`src/rtl/devbus_pkg.sv`:
```
package devbus_pkg;
    localparam int unsigned ADDR_W_DEF = 32;
    localparam int unsigned DATA_W_DEF = 32;
    localparam int unsigned SEL_W_DEF  = 4;

    typedef enum logic [1:0] {
        RD_NONE    = 2'd0,
        RD_TAKEN   = 2'd1,
        RD_BLOCKED = 2'd2
    } rd_res_e;
endpackage

```
`src/rtl/devbus_decode.sv`:
```
module devbus_decode #(
    parameter int unsigned ADDR_W  = 32,
    parameter int unsigned SEL_W   = 4,
    parameter int unsigned NUM_SLV = 12,
    localparam int unsigned PORT_W = ADDR_W - SEL_W
) (
    input  logic [ADDR_W-1:0]  addr,
    output logic [NUM_SLV-1:0] sel_oh,
    output logic [PORT_W-1:0]  port
);
    logic [SEL_W-1:0] slot_field;

    assign slot_field = addr[ADDR_W-1 -: SEL_W];
    assign port       = addr[PORT_W-1:0];

    for (genvar g = 0; g < NUM_SLV; g++) begin : g_slot
        localparam logic [SEL_W-1:0] SLOT_ID = SEL_W'(g);
        assign sel_oh[g] = (slot_field == SLOT_ID);
    end
endmodule

```
`src/rtl/devbus_status.sv`:
```
module devbus_status
    import devbus_pkg::*;
#(
    parameter int unsigned NUM_SLV = 12
) (
    input  logic [NUM_SLV-1:0] sel_oh,
    input  logic [NUM_SLV-1:0] s_ready,
    input  logic [NUM_SLV-1:0] s_avail,
    input  logic               m_wr,
    input  logic               m_rd,
    output logic               ready,
    output logic               avail,
    output logic               stall,
    output logic [NUM_SLV-1:0] wr_oh,
    output logic [NUM_SLV-1:0] rd_oh,
    output rd_res_e            rd_res
);
    always_comb begin
        ready = |(sel_oh & s_ready);
        avail = |(sel_oh & s_avail);
        wr_oh = (m_wr && ready) ? sel_oh : '0;
        rd_oh = (m_rd && avail) ? sel_oh : '0;
        stall = (m_wr && !ready) || (m_rd && !avail);
        if (!m_rd)
            rd_res = RD_NONE;
        else if (avail)
            rd_res = RD_TAKEN;
        else
            rd_res = RD_BLOCKED;
    end
endmodule

```
`src/rtl/devbus_retmux.sv`:
```
module devbus_retmux
    import devbus_pkg::*;
#(
    parameter int unsigned DATA_W  = 32,
    parameter int unsigned NUM_SLV = 12
) (
    input  logic                      clk,
    input  logic                      rst_n,
    input  logic [NUM_SLV-1:0]        sel_oh,
    input  logic [NUM_SLV*DATA_W-1:0] s_rdata,
    input  rd_res_e                   rd_res,
    output logic [DATA_W-1:0]         m_rdata,
    output logic                      m_rvalid
);
    typedef struct packed {
        logic [DATA_W-1:0] rdata;
        logic              rvalid;
    } ret_st_t;

    ret_st_t           st_d, st_q;
    logic [DATA_W-1:0] pick;

    always_comb begin
        pick = '0;
        for (int i = 0; i < NUM_SLV; i++) begin
            if (sel_oh[i])
                pick = pick | s_rdata[i*DATA_W +: DATA_W];
        end
        st_d = st_q;
        unique case (rd_res)
            RD_TAKEN: begin
                st_d.rdata  = pick;
                st_d.rvalid = 1'b1;
            end
            RD_BLOCKED: begin
                st_d.rdata  = '0;
                st_d.rvalid = 1'b0;
            end
            default: st_d.rvalid = 1'b0;
        endcase
    end

    always_ff @(posedge clk) begin
        if (!rst_n)
            st_q <= '0;
        else
            st_q <= st_d;
    end

    assign m_rdata  = st_q.rdata;
    assign m_rvalid = st_q.rvalid;

    a_r10_hold_when_idle: assert property (@(posedge clk) disable iff (!rst_n)
        (rd_res == RD_NONE) |=> ($stable(m_rdata) && !m_rvalid));
    a_r10_blocked_zero: assert property (@(posedge clk) disable iff (!rst_n)
        (rd_res == RD_BLOCKED) |=> (m_rdata == '0 && !m_rvalid));
endmodule

```
`src/rtl/devbus_hub.sv`:
```
module devbus_hub
    import devbus_pkg::*;
#(
    parameter int unsigned ADDR_W  = ADDR_W_DEF,
    parameter int unsigned DATA_W  = DATA_W_DEF,
    parameter int unsigned SEL_W   = SEL_W_DEF,
    parameter int unsigned NUM_SLV = 12,
    localparam int unsigned PORT_W = ADDR_W - SEL_W
) (
    input  logic                      clk,
    input  logic                      rst_n,
    input  logic [ADDR_W-1:0]         m_addr,
    input  logic [DATA_W-1:0]         m_wdata,
    input  logic                      m_wr,
    input  logic                      m_rd,
    output logic [DATA_W-1:0]         m_rdata,
    output logic                      m_rvalid,
    output logic                      m_ready,
    output logic                      m_avail,
    output logic                      m_stall,
    output logic [PORT_W-1:0]         s_port,
    output logic [DATA_W-1:0]         s_wdata,
    output logic [NUM_SLV-1:0]        s_wr,
    output logic [NUM_SLV-1:0]        s_rd,
    input  logic [NUM_SLV*DATA_W-1:0] s_rdata,
    input  logic [NUM_SLV-1:0]        s_ready,
    input  logic [NUM_SLV-1:0]        s_avail
);
    logic [NUM_SLV-1:0] sel_oh;
    rd_res_e            rd_res;

    assign s_wdata = m_wdata;

    devbus_decode #(.ADDR_W(ADDR_W), .SEL_W(SEL_W), .NUM_SLV(NUM_SLV)) u_dec (
        .addr   (m_addr),
        .sel_oh (sel_oh),
        .port   (s_port)
    );

    devbus_status #(.NUM_SLV(NUM_SLV)) u_stat (
        .sel_oh  (sel_oh),
        .s_ready (s_ready),
        .s_avail (s_avail),
        .m_wr    (m_wr),
        .m_rd    (m_rd),
        .ready   (m_ready),
        .avail   (m_avail),
        .stall   (m_stall),
        .wr_oh   (s_wr),
        .rd_oh   (s_rd),
        .rd_res  (rd_res)
    );

    devbus_retmux #(.DATA_W(DATA_W), .NUM_SLV(NUM_SLV)) u_ret (
        .clk      (clk),
        .rst_n    (rst_n),
        .sel_oh   (sel_oh),
        .s_rdata  (s_rdata),
        .rd_res   (rd_res),
        .m_rdata  (m_rdata),
        .m_rvalid (m_rvalid)
    );

    a_r2_single_strobe: assert property (@(posedge clk) disable iff (!rst_n)
        $onehot0(s_wr) && $onehot0(s_rd));
    a_r6_write_needs_ready: assert property (@(posedge clk) disable iff (!rst_n)
        ((s_wr & ~s_ready) == '0) && (m_wr || s_wr == '0));
    a_r7_read_needs_avail: assert property (@(posedge clk) disable iff (!rst_n)
        ((s_rd & ~s_avail) == '0) && (m_rd || s_rd == '0));
    a_r8_stall_blocks_write: assert property (@(posedge clk) disable iff (!rst_n)
        (m_wr && !m_ready) |-> (m_stall && s_wr == '0));
    a_r9_taken_read_valid: assert property (@(posedge clk) disable iff (!rst_n)
        (m_rd && m_avail) |=> m_rvalid);
    a_r5_empty_slot_quiet: assert property (@(posedge clk) disable iff (!rst_n)
        (m_addr[ADDR_W-1 -: SEL_W] >= SEL_W'(NUM_SLV)) |->
            (!m_ready && !m_avail && s_wr == '0 && s_rd == '0));
endmodule

```
`config.mk`:
```
export PLATFORM = sky130hd
export DESIGN_NAME = devbus_hub
export DESIGN_NICKNAME = d
export VERILOG_FILES = /design/src/rtl/devbus_pkg.sv /design/src/rtl/devbus_decode.sv /design/src/rtl/devbus_status.sv /design/src/rtl/devbus_retmux.sv /design/src/rtl/devbus_hub.sv
export SDC_FILE = /design/constraint.sdc
export NUM_CORES = 1
export LEC_CHECK = 0
export BUFFER_PORTS_ARGS = -buffer_cell sky130_fd_sc_hd__buf_2
export CORE_AREA = 4 4 230 232
export DETAILED_ROUTE_END_ITERATION = 8
export DIE_AREA = 0 0 234 236
export SETUP_SLACK_MARGIN = 0.3
export SLEW_MARGIN = 10
export SYNTH_ARGS = -nofsm -noshare
export SYNTH_HDL_FRONTEND = slang
export SYNTH_SLANG_ARGS = --single-unit
export TNS_END_PERCENT = 50
```
`constraint.sdc`:
```
create_clock -name clk -period 2.1 [get_ports clk]
set_clock_uncertainty 0.05 [all_clocks]
set_input_delay 0.21 -clock clk [delete_from_list [all_inputs] [get_ports clk]]
set_output_delay 0.21 -clock clk [all_outputs]
set_load 0.02 [all_outputs]
```
==> run summary <==
final hold vios = 0
GRT Resource Usage Total = 0.136
reg2reg setup slack = 1360 ps
Max Fclk = 0.501 GHz
final critical-path share of the clock period = 0.951
Tot Pwr = 3.36 mW
pin count of the biggest net entering global routing = 36
Worst R2R Start = u_ret.m_rdata[8]
nets@finish = 1547
num rows = 83
core footprint = 51000 um2
P_leak = 4.35 nW
share of post-route cells with drive strength above 1 = 0.610
Startpoint Class = input port
Synth Net Count = 1114
nature of the critical path endpoint = output port
largest cells by area after synthesis = mux2i_1 (19%), dfxtp_1 (13%), a22oi_1 (10%)
Crit Path Class = input port to output port
Ys Warns = 0
CTS root buffer = clkbuf_16
WL/cell = 23.4 um
library cells used by synthesis = 47
EDFF count, synth = 0
Die H = 236 um
register bit total from synthesis = 33
Post-Syn Area = 5110 um2
clk_lat worst skew = 300 ps
post-route setup TNS = 0 ps
Ports = 596
CTS sink cnt = 33
Yosys top cell area share = 0.186
status = completed
CTS tree = built
die width = 234 um
worst hold path class = input port to flip-flop
DIE AREA = 55200 um2
final setup margin = 103 ps
max-slew violations = 0
Remaining Overflow, GRT = 0
Pre-antenna DRT Iters = 5
WL final = 41100 um
Core Util, Final = 0.182
Worst Setup EP = s_rd[3]
Mapped Cells = 638
Residual DRC = 0
FF-to-FF path depth = 2
placed cell areas = 8480 um2
setup violators final = 0
DP HPWL = 32000 um
Buffers on Ports = 475
most frequent cell after synthesis = mux2i_1
global-route wire length before repair = 53600 um
worst slew pin tran = 873 ps
Worst Path Required = 1840 ps
Clock Tree Buf Depth = 2
Async SR Flop Fraction = 0
cts bufs inserted = 5
pre-CTS WS = -199 ps
Syn Area/Cell = 8.02 um2
initial core utilization = 0.100
routability cong. = 0.873
CTS H-Tree Depth = 2
Post-synth top cells = mux2i_1 (95), a22oi_1 (68), buf_4 (68)
maximum capacitance violations = 0
vias in the first global route = 7895
main flop type after synthesis = dfxtp_1
# fillers = 5705
Storage cell area = 661 um2
Area growth syn-to-layout = 81.1%
Period minus WS final = 2000 ps
IR drop worst, VDD = 266 uV
drt initial violations = 418
Seq/Total Area, Yosys = 0.129
detailed-route via count = 7484
multi-input logic area = 4010 um2
RSZ-0062 raised after global routing = true
design area = 9260 um2
Yosys top cell by area = mux2i_1
Worst EP arrival = 1740 ps
Max Fanout on Critical Path = 6
slew margin rel. = 0.416
DR vias/cell = 4.25
antenna violations before repair = 11
DRT antenna net count = 0
RR Endpoint = u_ret.m_rdata[8]
hold path start = rst_n
Critical Path Source = m_addr[30]
PwrDens = 363 nW/um2
clk slew on worst S/H paths = 60 ps
[where the power goes]
group          leakage [nW]  internal (mW)  total [mW]  switching [mW]
clock network        0.0707          0.439       0.812           0.373
logic                  4.01          0.868        1.85           0.983
registers             0.271          0.669       0.696          0.0274
total                  4.35           1.98        3.36            1.38
[registers in the layout, indices dropped and copies added (netlist names)]
name,flops
u_ret.m_rdata,32
u_ret.m_rvalid,1
[critical path, stage by stage]
cell and delay [ps]:
buf_12 110, or3b_4 390, a211o_1 310, o2111ai_4 110, or2_4 210, nor4b_4 210, buf_4 180
[area by class of cell]
cell class	instances	area share
Timing Repair Buffer	558	0.385
Tap cell	680	0.0919
Multi-Input combinational cell	469	0.433
Clock buffer	6	0.0139
Clock inverter	2	0.00108
Inverter	4	0.00203
Antenna cell	7	0.00189
Sequential cell	33	0.0714
[layer usage]
metal	global-route usage	vias to the layer above	share of wire
met5	0	-	0.0010
met2	0.232	502	0.48
li1	-	3341	-
met3	0.0390	109	0.087
met4	0.0751	6	0.057
met1	0.150	3526	0.38
[per-stage QoR]
| step | std cells | hold WS (ps) |
|---|---|---|
| 6_report | 1759 | 207 |
| 5_1_grt | 1758 | 197 |
| 4_1_cts | 1743 | 170 |
| 3_5_place_dp | 1728 | 370 |
| 3_3_place_gp | 1728 | 370 |
| 2_1_floorplan | 638 | 313 |
[cells in the final DEF (no fill, tap or decap), types with 17 or more instances in the layout]
cell type | netlist | final
o221ai_1 | 32 | 32
a221o_1 | 31 | 31
nor3_2 | 29 | 30
a22oi_1 | 68 | 66
o22ai_1 | 33 | 32
mux2i_1 | 95 | 94
buf_2 | 17 | 443
dfxtp_1 | 33 | 33
nor2_1 | 65 | 65
buf_6 | 10 | 36
a211oi_1 | 32 | 32
buf_12 | 0 | 17
nor3_4 | 0 | 22
buf_4 | 68 | 53
[worst min-delay path by stage]
stage	to	depth (start not counted)
final	u_ret.m_rvalid	2
after global routing	u_ret.m_rvalid	2
after CTS	u_ret.m_rvalid	2
after detailed placement	s_port[12]	0
after global placement	s_port[12]	0
after floorplan	u_ret.m_rvalid	1
[what timing repair did]
item                       4_1_cts  5_1_grt
pin swaps                       12       12
cloned                           2        5
setup endpoints to repair       57       59
buffers inserted                 5        4
hold buffers                     0        0
gates resized for setup         79       31
[cells by family after synthesis]
logic type / after synthesis / synth area share
AO/OA/AOI/OAI: 212 / 0.334
AND/OR/NAND/NOR: 159 / 0.178
buffers and inverters: 138 / 0.170
multiplexers: 96 / 0.188
flip-flops: 33 / 0.129
(Power assumes the default switching activity.)
